<file path="config.mk">
export PLATFORM = sky130hd
export DESIGN_NAME = rxq_uart
export DESIGN_NICKNAME = d
export VERILOG_FILES = /design/src/rtl/rxq_pkg.sv /design/src/rtl/rxq_sync.sv /design/src/rtl/rxq_frame.sv /design/src/rtl/rxq_fifo.sv /design/src/rtl/rxq_uart.sv
export SDC_FILE = /design/constraint.sdc
export NUM_CORES = 1
export LEC_CHECK = 0
export ABC_AREA = 0
export CAP_MARGIN = 0
export CORE_AREA = 8 8 85 87
export CTS_BUF_LIST = sky130_fd_sc_hd__clkbuf_2
export DETAILED_ROUTE_END_ITERATION = 8
export DIE_AREA = 0 0 93 95
export DONT_BUFFER_PORTS = 1
export PLACE_DENSITY = 0.74
export RECOVER_POWER = 25
export SETUP_SLACK_MARGIN = 0.15
export SLEW_MARGIN = 20
export SYNTH_ARGS = -nofsm -noshare
export SYNTH_HDL_FRONTEND = slang
export SYNTH_SLANG_ARGS = --single-unit
export TNS_END_PERCENT = 5
</file>
<file path="constraint.sdc">
create_clock -name clk -period 6.4 [get_ports clk]
set_clock_uncertainty 0.15 [all_clocks]
set_input_delay 0.32 -clock clk [delete_from_list [all_inputs] [get_ports clk]]
set_output_delay 0.32 -clock clk [all_outputs]
set_load 0.01 [all_outputs]
</file>
<file path="src/rtl/rxq_pkg.sv">
// Package: shared types and register bit positions for the serial receiver.
// Assumes at most nine data bits per character.
package rxq_pkg;
    localparam int unsigned MAX_BITS = 9;

    // One queue entry: character plus the flags that belong to it.
    typedef struct packed {
        logic [MAX_BITS-1:0] data;
        logic                ferr;
        logic                perr;
        logic                ovf;
    } rx_entry_t;

    typedef enum logic [2:0] {
        ST_IDLE,
        ST_START,
        ST_DATA,
        ST_PAR,
        ST_STOP,
        ST_BREAK
    } rx_state_e;

    // Status register bit positions (software decodes these).
    localparam int unsigned SB_DONE  = 7;
    localparam int unsigned SB_FERR  = 4;
    localparam int unsigned SB_OVF   = 3;
    localparam int unsigned SB_PERR  = 2;
    localparam int unsigned SB_NINTH = 0;
endpackage

</file>
<file path="src/rtl/rxq_sync.sv">
// Module: multi-stage synchroniser for the asynchronous line.
// Assumes STAGES >= 2. Resets to the idle (high) level so that no false
// start bit is seen out of reset.
module rxq_sync #(
    parameter int unsigned STAGES = 2
) (
    input  logic clk,
    input  logic rst_n,
    input  logic d_i,
    output logic q_o
);
    logic [STAGES-1:0] chain;

    // Shift the line through the flop chain.
    always_ff @(posedge clk) begin
        if (!rst_n) chain <= '1;
        else        chain <= {chain[STAGES-2:0], d_i};
    end

    assign q_o = chain[STAGES-1];
endmodule

</file>
<file path="src/rtl/rxq_frame.sv">
// Module: frame engine. Checks the start bit at half a bit, samples data,
// the optional parity bit and the first stop bit at bit centres, and
// pushes one entry per frame. Assumes a synchronised line and a tick of
// OVERSAMPLE pulses per bit. Size and parity are latched when a start is
// seen. After a low stop bit the engine waits for the line to go high.
module rxq_frame
    import rxq_pkg::*;
#(
    parameter int unsigned OVERSAMPLE = 16
) (
    input  logic      clk,
    input  logic      rst_n,
    input  logic      tick_i,
    input  logic      rx_i,
    input  logic [3:0] cfg_bits_i,
    input  logic [1:0] cfg_par_i,
    output logic      push_o,
    output rx_entry_t entry_o
);
    localparam int unsigned CW   = $clog2(OVERSAMPLE);
    localparam int unsigned HALF = OVERSAMPLE / 2;

    rx_state_e           state;
    logic [CW-1:0]       tcnt;
    logic [3:0]          bidx;
    logic [3:0]          nbits_q;
    logic                par_en_q;
    logic                par_odd_q;
    logic                par_bit;
    logic [MAX_BITS-1:0] shreg;

    // Map the size setting to a bit count; unsupported codes act as 8.
    function automatic logic [3:0] size_of(input logic [3:0] code);
        return (code >= 4'd5 && code <= 4'd9) ? code : 4'd8;
    endfunction

    // Main sequencer: one step per oversampling tick.
    always_ff @(posedge clk) begin
        if (!rst_n) begin
            state     <= ST_IDLE;
            tcnt      <= '0;
            bidx      <= '0;
            nbits_q   <= 4'd8;
            par_en_q  <= 1'b0;
            par_odd_q <= 1'b0;
            par_bit   <= 1'b0;
            shreg     <= '0;
            push_o    <= 1'b0;
            entry_o   <= '0;
        end else begin
            push_o <= 1'b0;
            if (tick_i) begin
                case (state)
                    ST_IDLE: begin
                        if (!rx_i) begin
                            state     <= ST_START;
                            tcnt      <= '0;
                            nbits_q   <= size_of(cfg_bits_i);
                            par_en_q  <= cfg_par_i[1];
                            par_odd_q <= cfg_par_i[0];
                        end
                    end
                    ST_START: begin
                        if (tcnt == CW'(HALF - 1)) begin
                            tcnt <= '0;
                            if (!rx_i) begin
                                state <= ST_DATA;
                                bidx  <= '0;
                                shreg <= '0;
                            end else begin
                                state <= ST_IDLE;
                            end
                        end else begin
                            tcnt <= tcnt + CW'(1);
                        end
                    end
                    ST_DATA: begin
                        if (tcnt == CW'(OVERSAMPLE - 1)) begin
                            tcnt        <= '0;
                            shreg[bidx] <= rx_i;
                            if (bidx == nbits_q - 4'd1) begin
                                state <= par_en_q ? ST_PAR : ST_STOP;
                            end else begin
                                bidx <= bidx + 4'd1;
                            end
                        end else begin
                            tcnt <= tcnt + CW'(1);
                        end
                    end
                    ST_PAR: begin
                        if (tcnt == CW'(OVERSAMPLE - 1)) begin
                            tcnt    <= '0;
                            par_bit <= rx_i;
                            state   <= ST_STOP;
                        end else begin
                            tcnt <= tcnt + CW'(1);
                        end
                    end
                    ST_STOP: begin
                        if (tcnt == CW'(OVERSAMPLE - 1)) begin
                            tcnt          <= '0;
                            push_o        <= 1'b1;
                            entry_o.data  <= shreg;
                            entry_o.ferr  <= !rx_i;
                            entry_o.perr  <= par_en_q & (^shreg ^ par_bit ^ par_odd_q);
                            entry_o.ovf   <= 1'b0;
                            state         <= rx_i ? ST_IDLE : ST_BREAK;
                        end else begin
                            tcnt <= tcnt + CW'(1);
                        end
                    end
                    ST_BREAK: begin
                        if (rx_i) state <= ST_IDLE;
                    end
                    default: state <= ST_IDLE;
                endcase
            end
        end
    end
endmodule

</file>
<file path="src/rtl/rxq_fifo.sv">
// Module: small receive queue of flagged entries. A push into a full queue
// without a simultaneous pop is dropped and marks the newest stored entry
// as overflowed. The head reads all-zero when empty.
module rxq_fifo
    import rxq_pkg::*;
#(
    parameter int unsigned DEPTH = 2
) (
    input  logic                         clk,
    input  logic                         rst_n,
    input  logic                         push_i,
    input  rx_entry_t                    entry_i,
    input  logic                         pop_i,
    output rx_entry_t                    head_o,
    output logic [$clog2(DEPTH+1)-1:0]   count_o
);
    localparam int unsigned AW = (DEPTH > 1) ? $clog2(DEPTH) : 1;
    localparam int unsigned CW = $clog2(DEPTH + 1);

    rx_entry_t       slots [DEPTH];
    logic [AW-1:0]   wr_ptr;
    logic [AW-1:0]   rd_ptr;
    logic            empty;
    logic            full;
    logic            do_pop;
    logic            accept;
    logic            mark_ovf;
    logic [AW-1:0]   newest;

    function automatic logic [AW-1:0] ptr_inc(input logic [AW-1:0] p);
        return (p == AW'(DEPTH - 1)) ? '0 : p + AW'(1);
    endfunction

    function automatic logic [AW-1:0] ptr_dec(input logic [AW-1:0] p);
        return (p == '0) ? AW'(DEPTH - 1) : p - AW'(1);
    endfunction

    assign empty    = (count_o == '0);
    assign full     = (count_o == CW'(DEPTH));
    assign do_pop   = pop_i && !empty;
    assign accept   = push_i && (!full || do_pop);
    assign mark_ovf = push_i && full && !do_pop;
    assign newest   = ptr_dec(wr_ptr);

    // Per-slot storage: write on accept, set overflow on the newest entry.
    for (genvar i = 0; i < DEPTH; i++) begin : g_slot
        always_ff @(posedge clk) begin
            if (!rst_n) begin
                slots[i] <= '0;
            end else if (accept && wr_ptr == AW'(i)) begin
                slots[i] <= entry_i;
            end else if (mark_ovf && newest == AW'(i)) begin
                slots[i].ovf <= 1'b1;
            end
        end
    end

    // Pointer and occupancy bookkeeping.
    always_ff @(posedge clk) begin
        if (!rst_n) begin
            wr_ptr  <= '0;
            rd_ptr  <= '0;
            count_o <= '0;
        end else begin
            if (accept) wr_ptr <= ptr_inc(wr_ptr);
            if (do_pop) rd_ptr <= ptr_inc(rd_ptr);
            case ({accept, do_pop})
                2'b10:   count_o <= count_o + CW'(1);
                2'b01:   count_o <= count_o - CW'(1);
                default: count_o <= count_o;
            endcase
        end
    end

    assign head_o = empty ? '0 : slots[rd_ptr];
endmodule

</file>
<file path="src/rtl/rxq_uart.sv">
// Module: top of the serial receiver. Chains the synchroniser, the frame
// engine and the queue, and shows a two-register read port: address 0 is
// status (flags and ninth bit of the head entry), address 1 is the low
// data byte. A data read pops. Assumes the tick is created outside.
module rxq_uart
    import rxq_pkg::*;
#(
    parameter int unsigned OVERSAMPLE  = 16,
    parameter int unsigned FIFO_DEPTH  = 2,
    parameter int unsigned SYNC_STAGES = 2
) (
    input  logic       clk,
    input  logic       rst_n,
    input  logic       rx_i,
    input  logic       tick_i,
    input  logic [3:0] cfg_bits_i,
    input  logic [1:0] cfg_par_i,
    input  logic       rd_en_i,
    input  logic       rd_addr_i,
    output logic [7:0] rd_data_o,
    output logic       irq_o
);
    localparam int unsigned QCW = $clog2(FIFO_DEPTH + 1);

    logic                rx_sync;
    logic                frm_push;
    rx_entry_t           frm_entry;
    rx_entry_t           head;
    logic [QCW-1:0]      fifo_count;
    logic                fifo_pop;
    logic                have_data;
    logic [7:0]          status;

    rxq_sync #(.STAGES(SYNC_STAGES)) i_sync (
        .clk   (clk),
        .rst_n (rst_n),
        .d_i   (rx_i),
        .q_o   (rx_sync)
    );

    rxq_frame #(.OVERSAMPLE(OVERSAMPLE)) i_frame (
        .clk        (clk),
        .rst_n      (rst_n),
        .tick_i     (tick_i),
        .rx_i       (rx_sync),
        .cfg_bits_i (cfg_bits_i),
        .cfg_par_i  (cfg_par_i),
        .push_o     (frm_push),
        .entry_o    (frm_entry)
    );

    assign fifo_pop = rd_en_i && rd_addr_i;

    rxq_fifo #(.DEPTH(FIFO_DEPTH)) i_fifo (
        .clk     (clk),
        .rst_n   (rst_n),
        .push_i  (frm_push),
        .entry_i (frm_entry),
        .pop_i   (fifo_pop),
        .head_o  (head),
        .count_o (fifo_count)
    );

    assign have_data = (fifo_count != '0);

    // Assemble the status view of the head entry.
    always_comb begin
        status           = '0;
        status[SB_DONE]  = have_data;
        status[SB_FERR]  = head.ferr;
        status[SB_OVF]   = head.ovf;
        status[SB_PERR]  = head.perr;
        status[SB_NINTH] = head.data[8];
    end

    assign rd_data_o = rd_addr_i ? head.data[7:0] : status;
    assign irq_o     = have_data;
endmodule

</file>
# --- Word-level counts from Yosys, hierarchy flattened ---
# Memory sizes are Yosys's and may differ from the RTL's. A register that Yosys moved wholly into a read port is not among the register bits.
# Cells that the tools add are included.
classes:
  n_reduce_logical: 32
  bitwise_logic: 10
  mux: 55
  n_eq_ne: 20
  n_addsub: 8
  n_lt_le_gt_ge: 4
ops:
  columns: ["cell", "count"]
  rows:
  - ["$mux 12", 3]
  - ["$mux 4", 7]
  - ["$mux 3", 9]
  - ["$mux 9", 3]
  - ["$mux 1", 24]
  - ["$pmux 3 s6", 1]
  - ["$pmux 9 s2", 1]
  - ["$reduce_and 3->1", 5]
  - ["$pmux 4 s3", 1]
  - ["$logic_and 1x1->1", 11]
  - ["$ne 2x1->1 const B", 5]
  - ["$bwmux 9", 1]
  - ["$reduce_xor 9->1", 1]
  - ["$add 4x1->4 const B", 2]
  - ["$mux 8", 1]
  - ["$ne 2x2->1 const B", 4]
  - ["$pmux 4 s2", 1]
  - ["$reduce_and 8->1", 1]
  - ["$eq 3x2->1 const B", 2]
  - ["$eq 3x3->1 const B", 2]
  - ["$reduce_and 6->1", 1]
  - ["$reduce_bool 2->1", 3]
  - ["$lt 4x5->1 const B", 1]
  - ["$reduce_and 5->1", 1]
  - ["other kinds (27)", 38]
totals:
  reg_bits: 45
  wordCells: 146
  output_inout_bits: 9
  ramBits: 24
  n_memories: 1
  inputBits: 12
memory_table:
  columns: ["name", "words", "width", "rd", "rd_clocked_by_memory_dff", "wr", "line_no", "source"]
  rows:
  - ["i_fifo.slots", 2, 12, 1, 1, 2, "rxq_fifo.sv:20", "rx_entry_t slots [DEPTH];"]

# --- Longest topological paths before layout ---
# Gate-level depths: netlist (run 1).
depth:
  depth_word: 11
  depth_mapped: 8
  depth_no_buf: 7

# --- By module ---
# Synthesis (run 1) repeated with hierarchy kept, for this count alone.
hier_totals:
  cells_unflattened: 386
  area_unflattened_um2: 3749.8
modules_own_cells:
  columns: ["module", "cells_each", "instances", "area_per_inst_um2", "seq_area_each_um2"]
  rows:
  - ["rxq_frame", 257, 1, 2232.1, 780.7]
  - ["rxq_fifo", 114, 1, 1372.6, 820.8]
  - ["rxq_uart", 11, 1, 92.6, 0.0]
  - ["rxq_sync", 4, 1, 52.6, 40.0]

# --- Least setup slack after synthesis (run 1) ---
# No wires, ideal clock.
synth_timing:
  path_kind: "input-to-reg"
  startpoint: "input rd_addr_i"
  endpoint: "memory i_fifo.slots[0][0] (netlist name) (enable)"
  n_path_buf: 1
  setup_time_ps: 293
  required_ps: 5957
  path_slack_ps: 3923
  stages: 6
  t_arrival_ps: 2034
  cell_sequence: "clkbuf_1 nand2_1 nand3b_1 nand2_1 o21ai_0 or2_2"
synth_lines:
  columns: ["item", "line_no", "source"]
  rows:
  - ["from (decl)", "rxq_uart.sv:19", "input logic rd_addr_i,"]
  - ["to (decl)", "rxq_fifo.sv:20", null]

==> impl_results.md, run 1 <==
- Total vias in the final route: about 2400
- Prevailing post-synth register cell: dfxtp_1
- Global-route wire length before repair: about 11 mm
- DRT antenna net count: 0
- H-tree depth: 3
- # hold bufs at CTS: 10
- Netlist cell types: 53
- Switch Pwr: between 0.15 and 0.2 mW
- Total power: approximately 0.8 mW
- Min cycle time layout: roughly 2.4 ns
- CP Class: reg2out
- CTS max path bufs: 2
- Slew Limit Fails: 0
- Switching fraction of total power: roughly a quarter
- Startpoint type of the worst setup path: flip-flop
- Clock Power Share: about 37%
- Final Hold Fails: 0
- Setup TNS Final: 0 ns
- Ys async rst share: 0%
- Clock Latency Late Sink: about 0.5 ns
- DR pass1 iterations: 4
- CTS tree: done
- Fmax: roughly 420 MHz
- Worst Setup End Kind: output port
- Tcrit/Tclk final: ~38%
- Nets: 374
- YS warnings: 0
- Wire length per cell: between 10 and 15 um
- Io pins: 21
- Maxcap violations: 0
- Cells after Synth: approximately 350
- Comb pwr share: around 4.2%
- Clock Pin Slew Worst Setup and Hold Paths: 0.20 ns
- Part of the power in registers: 58.9%
- Crit path required time: 5.93 ns
- Setup Buffers After CTS: 0
- DRT Wirelength: about 6.4 mm
- #FFs+latches synth: 70
- Number of DRC markers in iteration 0: about 100
- Dpl ws: 4.22 ns
- Worst flop-to-flop path startpoint: i_frame.state[0]$_SDFFE_PN0P_
- HP Class: in2reg
- Leak pwr: about 1.3 nW
- Die Wd: between 90 and 100 um
- Worst slew pin tran: between 0.9 and 1 ns
- Overall Global Routing Usage: 15.9%
- Die height: roughly 95 um
- Status: finished, final reports clean
- Setup violations, final: 0
- Layout Utilization: 63.5%
- Port bufs: 0
- Pwr dens: roughly 220 nW/um2
- RSZ-0062 raised after global routing: no
- GP Congestion: around 0.86
- Internal Power: a little over 0.6 mW
- CTS Buf Count: 9
- Antenna violations before repair: 0
- Area Overhead vs Synth: 7.98%
- Effective utilization at floorplan: about 59%
- Resized Gates After CTS: 0
- Die Footprint: 8840 um2
- Diode count: 0
- Root Buffer: clkbuf_2
- Final worst slack: around 4 ns
- WP data arrival: 1.94 ns
- Peak VDD IR: around 0.15 mV
- Slew HR: between 30 and 40%
- Hold Startpoint: rd_addr_i
- Pin count of the biggest net entering global routing: 38
- Post-synthesis sequential area ratio: around 48%
- GRT Residual Overflow: 0
- Largest fanout on the critical path: 8
- Mapped Area: approximately 3400 um2
- Clock sinks: 70
- Post-DP HPWL: approximately 4.4 mm
- FP Rows: 28
- Min Hold Slack: a little under 0.03 ns
- Number of synthesized flops with an enable pin: 24
- Core area: 5820 um2
- Vias in the first global route: around 2500
- Syn Nets: approximately 370
- Layout cells sized above 1: 8.33%
- Vias/cell: between 5 and 6
- Number of remaining DRC errors: 0
- Mapped Avg Cell Area: just under 10 um2
## routing by layer
layer  GRT usage (%)  wire length [um]  vias up
met5               0                 0        -
met4            8.32               123        0
met3            4.21               252       11
met2            27.5              3130       41
met1            17.7              2940     1113
li1                -                 -     1241
## state kept, by name, summed over array words and instances (netlist names), 2 cells and up, named ones only
| register | cells |
|---|---|
| i_frame.state | 3 |
| i_frame.nbits_q | 4 |
| i_frame.entry_o | 11 |
| i_fifo.slots | 24 |
| i_sync.chain | 2 |
| i_fifo.count_o | 2 |
| i_frame.tcnt | 4 |
| i_frame.shreg | 9 |
| i_frame.bidx | 4 |
## cell usage in the layout (no fill, tap or decap), types with 3 or more instances in the layout
| master | synthesis | final |
|---|---|---|
| nor3_1 | 6 | 6 |
| and3_1 | 5 | 5 |
| nor2_1 | 32 | 32 |
| nand2b_1 | 5 | 5 |
| xnor2_1 | 14 | 14 |
| and2_1 | 24 | 24 |
| nand2_1 | 30 | 30 |
| xor2_1 | 3 | 3 |
| nor2b_1 | 9 | 9 |
| dfxtp_1 | 46 | 46 |
| mux2i_1 | 15 | 15 |
| clkbuf_2 | 0 | 9 |
| a31oi_1 | 3 | 3 |
| dlygate4sd3_1 | 0 | 10 |
| inv_1 | 8 | 8 |
| nand3_1 | 10 | 10 |
| nand3b_1 | 3 | 3 |
| edfxtp_1 | 24 | 24 |
| ha_1 | 7 | 7 |
| mux4_2 | 4 | 4 |
| a21oi_1 | 30 | 30 |
| o21ai_0 | 17 | 17 |
## through the flow
step	std cells	area, um2
CTS	435	3700
floorplan	349	3420
global placement	409	3460
finish	435	3690
detailed placement	409	3460
global route	435	3690
## cells in the mapped netlist (2+ instances only)
cell	number	area, um2
dfxtp_1	46	921
nor2_1	32	120
a21oi_1	30	150
nand2_1	30	113
and2_1	24	150
edfxtp_1	24	721
o21ai_0	17	85.1
mux2i_1	15	150
xnor2_1	14	123
nand3_1	10	50.1
nor2b_1	9	56.3
clkbuf_1	8	30.0
inv_1	8	30.0
ha_1	7	87.6
buf_2	6	30.0
nor3_1	6	30.0
and3_1	5	31.3
nand2b_1	5	31.3
mux4_2	4	90.1
a31oi_1	3	18.8
buf_1	3	11.3
nand3b_1	3	22.5
xor2_1	3	26.3
a211oi_1	2	15.0
a21o_1	2	15.0
nor3b_2	2	25.0
o21a_1	2	15.0
o22ai_1	2	12.5
or2_2	2	12.5
or4b_1	2	20.0
## power by group through the flow
| stage | logic [mW] | clock network [mW] | registers, mW |
|---|---|---|---|
| 5_1_grt | 0.0371 | 0.325 | 0.476 |
| 3_5_place_dp | 0.0282 | 0 | 0.484 |
| 4_1_cts | 0.0340 | 0.303 | 0.475 |
| 2_1_floorplan | 0.0269 | 0 | 0.481 |
| 6_report | 0.0335 | 0.297 | 0.475 |
| 3_3_place_gp | 0.0278 | 0 | 0.483 |
## cells by family (layout without fill, tap and decap cells)
logic type      after synthesis  after routing  synth area share [%]
xor+xnor                     19             19                  5.71
mux                          19             19                  7.03
buf+inv                      26             37                  3.07
simple gates                138            138                  21.5
flops                        70             70                  48.0
fa+ha+maj                     7              7                  2.56
compound gates               70             70                  12.1
## critical path, stage by stage, from the launching register on
cell and delay (ns):
dfxtp_1 0.69, mux4_2 0.56, nor2b_1 0.17
## final cells by class
cell class	count	area (um2)
flip-flops and latches	70	1640
fillers	487	2120
well taps	75	93.8
clock buffers	9	45.0
clock inverters	7	97.6
repair buffers	12	108
inverters	9	33.8
multi-input cells	253	1670
## worst paths after layout
kind / to / slack [ns] / depth (start not counted)
worst max-delay path: rd_data_o[0] / 3.99 / 2
worst min-delay path: i_fifo.rd_ptr$_SDFFE_PN0P_ / 0.03 / 4
worst min register to register: i_sync.chain[1]$_SDFF_PN1_ / 0.29 / 1
worst max register to register: i_frame.nbits_q[1]$_SDFFE_PN0P_ / 4.07 / 5
Power figures use the tool's default switching activity.
==> run 2, diff against run 1 <==
--- a/config.mk
+++ b/config.mk
@@ -5,14 +5,14 @@
 export SDC_FILE = /design/constraint.sdc
 export NUM_CORES = 1
 export LEC_CHECK = 0
-export ABC_AREA = 0
+export ABC_AREA = 1
 export CAP_MARGIN = 0
-export CORE_AREA = 8 8 85 87
+export CORE_AREA = 8 8 87 89
 export CTS_BUF_LIST = sky130_fd_sc_hd__clkbuf_2
 export DETAILED_ROUTE_END_ITERATION = 8
-export DIE_AREA = 0 0 93 95
+export DIE_AREA = 0 0 95 97
 export DONT_BUFFER_PORTS = 1
-export PLACE_DENSITY = 0.74
+export PLACE_DENSITY = 0.77
 export RECOVER_POWER = 25
 export SETUP_SLACK_MARGIN = 0.15
 export SLEW_MARGIN = 20
==> constraint.sdc (replaced) <==
create_clock -name clk -period 2.1 [get_ports clk]
set_clock_uncertainty 0.15 [all_clocks]
set_input_delay 0.105 -clock clk [delete_from_list [all_inputs] [get_ports clk]]
set_output_delay 0.105 -clock clk [all_outputs]
set_load 0.01 [all_outputs]
==> impl_results.md, run 2 <==
- Status: complete, but fails checks
- Violated checks: negative hold slack
- DRT antenna net count: 0
- Multi-input gate area in the final layout: roughly 1700 um2
- Fmax: just over 500 MHz
- DR pass1 iterations: 5
- Tcrit/Tclk final: ~92%
- RR Endpoint: i_frame.par_odd_q$_SDFFE_PN0P_
- Worst slew pin tran: 0.412 ns
- Maxcap violations: 0
- Peak VDD IR: around 0.44 mV
- Worst flop-to-flop path startpoint: i_frame.state[0]$_SDFFE_PN0P_
- Setup violations, final: 0
- Number of synthesized flops with an enable pin: 24
- DRT Wirelength: slightly above 7 mm
- Global-route wire length before repair: about 12 mm
- GP Congestion: approximately 0.91
- Slew HR: 72.4%
- Dpl ws: around 0.15 ns
- Number of remaining DRC errors: 0
- Vias/cell: between 5 and 6
- Netlist cell types: 33
- Core area: around 6200 um2
- Register Area: 1650 um2
- RSZ-0062 raised after global routing: yes
- Clock sinks: 70
- Diode count: 0
- Io pins: 21
- CP Class: reg2reg
- Pin count of the biggest net entering global routing: 26
- Largest registers: i_fifo.slots: 24 flops, i_frame.entry_o: 11 flops, i_frame.shreg: 9 flops
- Reg with most FFs: i_fifo.slots
- Layout cells sized above 1: about a tenth
- GRT Residual Overflow: 0
- Post-synthesis sequential area ratio: a little under half
- Post-route cell area: roughly 3900 um2
- Placed cell area: about 3700 um2
- Worst Setup End Kind: flip-flop
- Most frequent cells in the layout: nand2_1, inv_1, nor2_1, dfxtp_1, a21oi_1
- Port bufs: 0
- Ys async rst share: 0%
- Worst reg2reg setup slack: 0.17 ns
- Layout Utilization: a little over three fifths
- Post-DP HPWL: between 5 and 6 mm
- Reg2reg path depth: 7
- Final worst slack: approximately 0.17 ns
- Effective utilization at floorplan: 57.7%
- Fill count: 517
- Synth top cells by count: nand2_1, inv_1, nor2_1, dfxtp_1, a21oi_1
- Pwr dens: between 600 and 700 nW/um2
- Root Buffer: clkbuf_2
- Die Footprint: around 9000 um2
- Slew Limit Fails: 0
- Setup crit end: i_frame.par_odd_q$_SDFFE_PN0P_
- Synth area leaders: dfxtp_1, edfxtp_1, nand2_1
- Min cycle time layout: about 1.9 ns
- CTS tree: done
- HP Class: in2reg
- Mapped Area: about 3600 um2
- Cells after Synth: roughly 480
- Number of DRC markers in iteration 0: 159
- Mapped Avg Cell Area: between 7 and 8 um2
- Synth area leader: dfxtp_1
- FP Rows: 29
- Nets: around 500
- Area Overhead vs Synth: 9.62%
- Wire length per cell: approximately 12 um
- Antenna violations before repair: 0
- Prevailing post-synth register cell: dfxtp_1
- Critical path launch point: i_frame.state[0]$_SDFFE_PN0P_
- H-tree depth: 3
- Overall Global Routing Usage: between 10% and 20%
- Die Wd: approximately 95 um
- Final Hold Fails: between 60 and 70
- Largest register FFs: 24
- Clock Latency Late Sink: between 0.4 and 0.5 ns
- Crit path required time: approximately 2.4 ns
- Largest fanout on the critical path: 6
- Vias in the first global route: roughly 2800
- WP data arrival: ~2.2 ns
- Syn Nets: ~490
- #FFs+latches synth: 70
- Clock Pin Slew Worst Setup and Hold Paths: 0.20 ns
- CTS max path bufs: 2
- Leak pwr: ~1.6 nW
- Die height: about 97 um
- YS warnings: 0
- Total vias in the final route: 3014
- CTS Buf Count: 9
- Setup TNS Final: 0 ns
- Synth top area share: 25.7%
- Startpoint type of the worst setup path: flip-flop
- Top-count cell post-synth: nand2_1
- Min Hold Slack: -0.454 ns
- Commonest non-fill, non-tap cell in the layout: nand2_1
-- run 2: cell types whose count changed in the layout (fill, tap and decap cells not counted), moves of 6 or more --
cell / before / now
o21ai_0: 17 / 28
buf_4: 0 / 6
nand3_1: 10 / 34
and2_1: 24 / 0
a21oi_1: 30 / 40
nand2_1: 30 / 109
mux2i_1: 15 / 8
nor2_1: 32 / 57
nor2b_1: 9 / 0
inv_1: 8 / 59
xnor2_1: 14 / 4
-- run 2: repair_timing --
action / 4_1_cts / 5_1_grt
setup buffers: 0 / 0
hold buffers: 12 / 1
resized for setup: 1 / 11
pin swaps: 0 / 1
setup endpoints to repair: 9 / 59
endpoints found under the hold margin: 94 / 68
-- run 2: critical path, stage by stage, from the launching register on --
cell           delay [ns]
dfxtp_1              0.42
nor2_1               0.21
nand2_1              0.12
nor3_2               0.14
buf_4                0.16
o21ai_0              0.06
dlygate4sd3_1        0.55
nor2_1               0.08
-- run 2: report_power, final --
group          internal [mW]  leakage (nW)  switching, mW
registers               1.43         0.620         0.0204
logic                 0.0854         0.908          0.154
clock network          0.276        0.0636          0.473
-- run 2: per-stage QoR --
step	power [mW]	instances
after global placement	1.68	547
after global routing	2.55	575
after floorplan	1.65	475
after CTS	2.45	575
after detailed placement	1.69	547
final	2.44	575
-- run 2: logic make-up after synthesis --
group | count (synthesis) | synth area share [%]
adders and majority gates | 7 | 2.45
AOI/OAI and AO/OA | 79 | 11.5
buffers and inverters | 76 | 8.32
xor gates and xnor gates | 10 | 2.45
DFF | 70 | 45.9
and+or+nand+nor | 225 | 27.1
muxes | 8 | 2.24
-- run 2: worst min path at each step --
stage,end,cells after the start,startpoint
3_3_place_gp,i_frame.nbits_q[3]$_SDFFE_PN1P_,1,rst_n
6_report,i_frame.nbits_q[3]$_SDFFE_PN1P_,1,rst_n
3_5_place_dp,i_frame.nbits_q[3]$_SDFFE_PN1P_,1,rst_n
4_1_cts,i_frame.nbits_q[3]$_SDFFE_PN1P_,1,rst_n
5_1_grt,i_frame.nbits_q[3]$_SDFFE_PN1P_,1,rst_n
2_1_floorplan,i_sync.chain[0]$_SDFF_PN1_,1,rx_i
-- run 2: cell type report --
cell class | instances | area share [%]
clock inverter | 6 | 1.56
clock buffer | 10 | 1.28
multi-input combinational | 329 | 42.2
inverter | 63 | 6.03
timing repair buffer | 20 | 4.47
tap | 77 | 2.46
sequential | 70 | 42.0
-- run 2: routing by layer --
metal | GRT usage (%) | routed length, um | vias up
li1 | - | - | 1575
met1 | 18.7 | 3140 | 1349
met2 | 27.2 | 3440 | 77
met3 | 3.01 | 332 | 13
met4 | 8.77 | 185 | 0
met5 | 0 | 0 | -
==> run 3, diff against run 2 <==
--- a/config.mk
+++ b/config.mk
@@ -7,10 +7,10 @@
 export LEC_CHECK = 0
 export ABC_AREA = 1
 export CAP_MARGIN = 0
-export CORE_AREA = 8 8 87 89
+export CORE_AREA = 2 2 83 85
 export CTS_BUF_LIST = sky130_fd_sc_hd__clkbuf_2
 export DETAILED_ROUTE_END_ITERATION = 8
-export DIE_AREA = 0 0 95 97
+export DIE_AREA = 0 0 85 87
 export DONT_BUFFER_PORTS = 1
 export PLACE_DENSITY = 0.77
 export RECOVER_POWER = 25
@@ -18,5 +18,6 @@
 export SLEW_MARGIN = 20
 export SYNTH_ARGS = -nofsm -noshare
 export SYNTH_HDL_FRONTEND = slang
+export SYNTH_HIERARCHICAL = 1
 export SYNTH_SLANG_ARGS = --single-unit
 export TNS_END_PERCENT = 5
==> impl_results.md, run 3 <==
- Effective utilization at floorplan: ~58%
- GRT Residual Overflow: 0
- Area Overhead vs Synth: 8.44%
- Comb pwr share: approximately a third
- GP Congestion: 0.890
- Internal Power: between 2 and 2.5 mW
- Prevailing post-synth register cell: dfxtp_1
- Placed Cells: 575
- Vias in the first global route: 2959
- Hold Crit Depth: 3
- WP data arrival: ~2.3 ns
- Synth area leaders: dfxtp_1, edfxtp_1, nand2_1
- Setup violations, final: 0
- Mapped Area: around 3800 um2
- Setup TNS Final: 0 ns
- Synth top area share: between 20% and 30%
- Family with the most delay on the worst path: simple AND/OR/NAND/NOR gates
- Largest registers: i_fifo/slots: 24 flops, i_frame/entry_o: 11 flops, i_frame/shreg: 9 flops
- RR Endpoint: i_frame/shreg[0]$_SDFFE_PN0P_
- Syn Nets: 525
- Switching fraction of total power: 38.3%
- Hold Path End: i_frame/par_odd_q$_SDFFE_PN0P_
- Largest register FFs: 24
- Synth area leader: dfxtp_1
- Clock Pin Slew Worst Setup and Hold Paths: ~0.2 ns
- Fill count: between 500 and 600
- Synth top cells by count: nand2_1, nor2_1, dfxtp_1, inv_1, a21oi_1
- Largest fanout on the critical path: 12
- Status: finished, final reports clean
- Overall Global Routing Usage: between 20% and 30%
- Max incr delay on CP: 0.42 ns
- Worst Setup End Kind: flip-flop
- Most frequent cells in the layout: nand2_1, nor2_1, inv_1, dfxtp_1, a21oi_1
- Fin cells: 611
- YS warnings: 6
- Die height: slightly below 90 um
- Slew Limit Fails: 0
- Fmax: slightly above 500 MHz
- Pin count of the biggest net entering global routing: 33
- Worst reg2reg setup slack: 0.13 ns
- DRT antenna net count: 0
- DRT Wirelength: 7.11 mm
- HP Class: in2reg
- H-tree depth: 3
- Crit path required time: 2.38 ns
- Clock sinks: 70
- Io pins: 21
- Startpoint type of the worst setup path: flip-flop
- Post-DP HPWL: about 5.0 mm
- Mapped Avg Cell Area: between 7 and 8 um2
- CTS tree: done
- Reg2reg path depth: 8
- Vias/cell: around 5
- Maxcap violations: 0
- Ys async rst share: 0%
- Slew HR: around 50%
- Final Hold Fails: 0
- CTS Buf Count: 9
- #FFs+latches synth: 70
- FP Rows: 30
- Die Footprint: ~7400 um2
- Antenna violations before repair: 0
- RSZ-0062 raised after global routing: yes
- Pwr dens: 844 nW/um2
- CTS max path bufs: 2
- Die Wd: about 85 um
- Layout cells sized above 1: between 10% and 20%
- CP Class: reg2reg
- Part of the power in registers: a little under half
- Top-count cell post-synth: nand2_1
- Core area: 6570 um2
- Post-synthesis sequential area ratio: 43.4%
- Number of DRC markers in iteration 0: 135
- Total vias in the final route: 3149
- Diode count: 0
- Tcrit/Tclk final: between 90% and 100%
- Cells after Synth: 506
- Buf/Inv on CP: 1
- Root Buffer: clkbuf_2
- Number of synthesized flops with an enable pin: 24
- Hold Startpoint: cfg_par_i[0]
- Clock Latency Late Sink: roughly 0.5 ns
- Crit-path cells: ha_1 -> nand2_1 -> o21ai_1 -> nand2_1 -> nor2_4 -> buf_4 -> nand3_1 -> a21oi_1
- Min cycle time layout: 1.97 ns
- Wire length per cell: between 10 and 15 um
- CP max stage cell: dfxtp_1
- Worst flop-to-flop path startpoint: i_frame/tcnt[0]$_SDFFE_PN0P_
- Worst slew pin tran: roughly 0.74 ns
- DR pass1 iterations: 5
- Leak pwr: 1.67 nW
- Cell mode on critical path: nand2_1
- Peak VDD IR: around 0.67 mV
- Number of remaining DRC errors: 0
- Nets: 545
- Clock Power Share: a little over a fifth
- Netlist cell types: 36
- Global-route wire length before repair: ~12 mm
- Switch Pwr: approximately 1.3 mW
- Reg with most FFs: i_fifo/slots
- Port bufs: 0
- Commonest non-fill, non-tap cell in the layout: nand2_1
==> run 3: cell count changes after synthesis, moves of 4 or more <==
cell | previous run | this run
buf_6 | 1 | 5
o22ai_1 | 4 | 0
a21oi_1 | 40 | 36
nor2_2 | 1 | 16
nand2_2 | 2 | 7
nand2_1 | 111 | 130
inv_2 | 3 | 12
o21ai_0 | 29 | 20
inv_1 | 59 | 46
mux2i_1 | 8 | 0
o21ai_1 | 1 | 11
nor2_1 | 58 | 64
==> run 3: worst min-delay path: cells and delay by family <==
family / cells / cell delay (ns)
buffers and inverters: 1 / 0.53
and+or+nand+nor: 2 / 0.14
==> run 3: repair_timing <==
item / CTS / global route
setup endpoints to repair: 8 / 33
endpoints found under the hold margin: 94 / 0
resized for setup: 1 / 5
hold buffers: 17 / 0
pin swaps: 0 / 1
setup buffers: 0 / 3
==> run 3: layer usage <==
| layer | vias to the layer above | global-route usage (%) | part of all wire (%) |
|---|---|---|---|
| li1 | 1658 | - | - |
| met1 | 1403 | 23.4 | 43 |
| met2 | 73 | 38.1 | 50 |
| met3 | 15 | 5.12 | 4.1 |
| met4 | 0 | 7.94 | 2.0 |
| met5 | - | 0 | 0 |
==> run 3: area by class of cell <==
class,instances,area (um2),share of cell area [%]
Clock inverter,7,65.1,1.59
Multi-Input combinational cell,361,1780,43.3
Inverter,60,234,5.71
Sequential cell,70,1650,40.2
Tap cell,80,100,2.44
Timing Repair Buffer,24,233,5.68
Clock buffer,9,45.0,1.10
==> run 3: worst max path at each step <==
| stage | start | end | slack [ns] | cells past startpoint |
|---|---|---|---|---|
| after floorplan | i_frame/nbits_q[0]$_SDFFE_PN0P_ | i_frame/bidx[1]$_SDFFE_PN0P_ | 0.43 | 14 |
| after global placement | i_frame/nbits_q[0]$_SDFFE_PN0P_ | i_frame/bidx[1]$_SDFFE_PN0P_ | 0.33 | 14 |
| after detailed placement | i_frame/tcnt[0]$_SDFFE_PN0P_ | i_frame/bidx[2]$_SDFFE_PN0P_ | 0.28 | 8 |
| after CTS | flip-flop | rd_data_o[2] | 0.16 | 5 |
| after global routing | i_frame/tcnt[0]$_SDFFE_PN0P_ | i_frame/shreg[0]$_SDFFE_PN0P_ | 0.03 | 8 |
| final | i_frame/tcnt[0]$_SDFFE_PN0P_ | i_frame/shreg[0]$_SDFFE_PN0P_ | 0.13 | 8 |
==> run 3: kinds of logic (layout without fill, tap and decap cells) <==
group | after synthesis | in the layout | share of synthesized area, %
AND/OR/NAND/NOR | 264 | 264 | 31.5
AO/OA/AOI/OAI | 75 | 75 | 10.5
buffers and inverters | 75 | 100 | 8.87
flip-flops | 70 | 70 | 43.4
XOR/XNOR | 14 | 14 | 3.24
adder cells (fa/ha/maj) | 7 | 7 | 2.32
other | 1 | 1 | 0.0992
==> run 3: through the flow <==
| stage | util [%] | setup slack [ns] | hold WS [ns] | total power [mW] | area (um2) |
|---|---|---|---|---|---|
| 3_3_place_gp | 57.9 | 0.329 | 0.0308 | 2.59 | 3810 |
| 6_report | 62.4 | 0.126 | 0.142 | 3.46 | 4100 |
| 5_1_grt | 62.4 | 0.0310 | 0.0988 | 3.70 | 4100 |
| 2_1_floorplan | - | 0.431 | 0.0237 | 2.45 | 3780 |
| 4_1_cts | 62.4 | 0.156 | 0.116 | 3.40 | 4100 |
| 3_5_place_dp | 57.9 | 0.283 | 0.0319 | 2.62 | 3810 |
==> run 3: power groups by stage <==
stage / sequential [mW] / combinational [mW] / clock (mW)
after global placement: 1.60 / 0.999 / 0
after detailed placement: 1.60 / 1.02 / 0
after floorplan: 1.58 / 0.875 / 0
final: 1.57 / 1.13 / 0.754
after CTS: 1.57 / 1.06 / 0.770
after global routing: 1.58 / 1.29 / 0.825
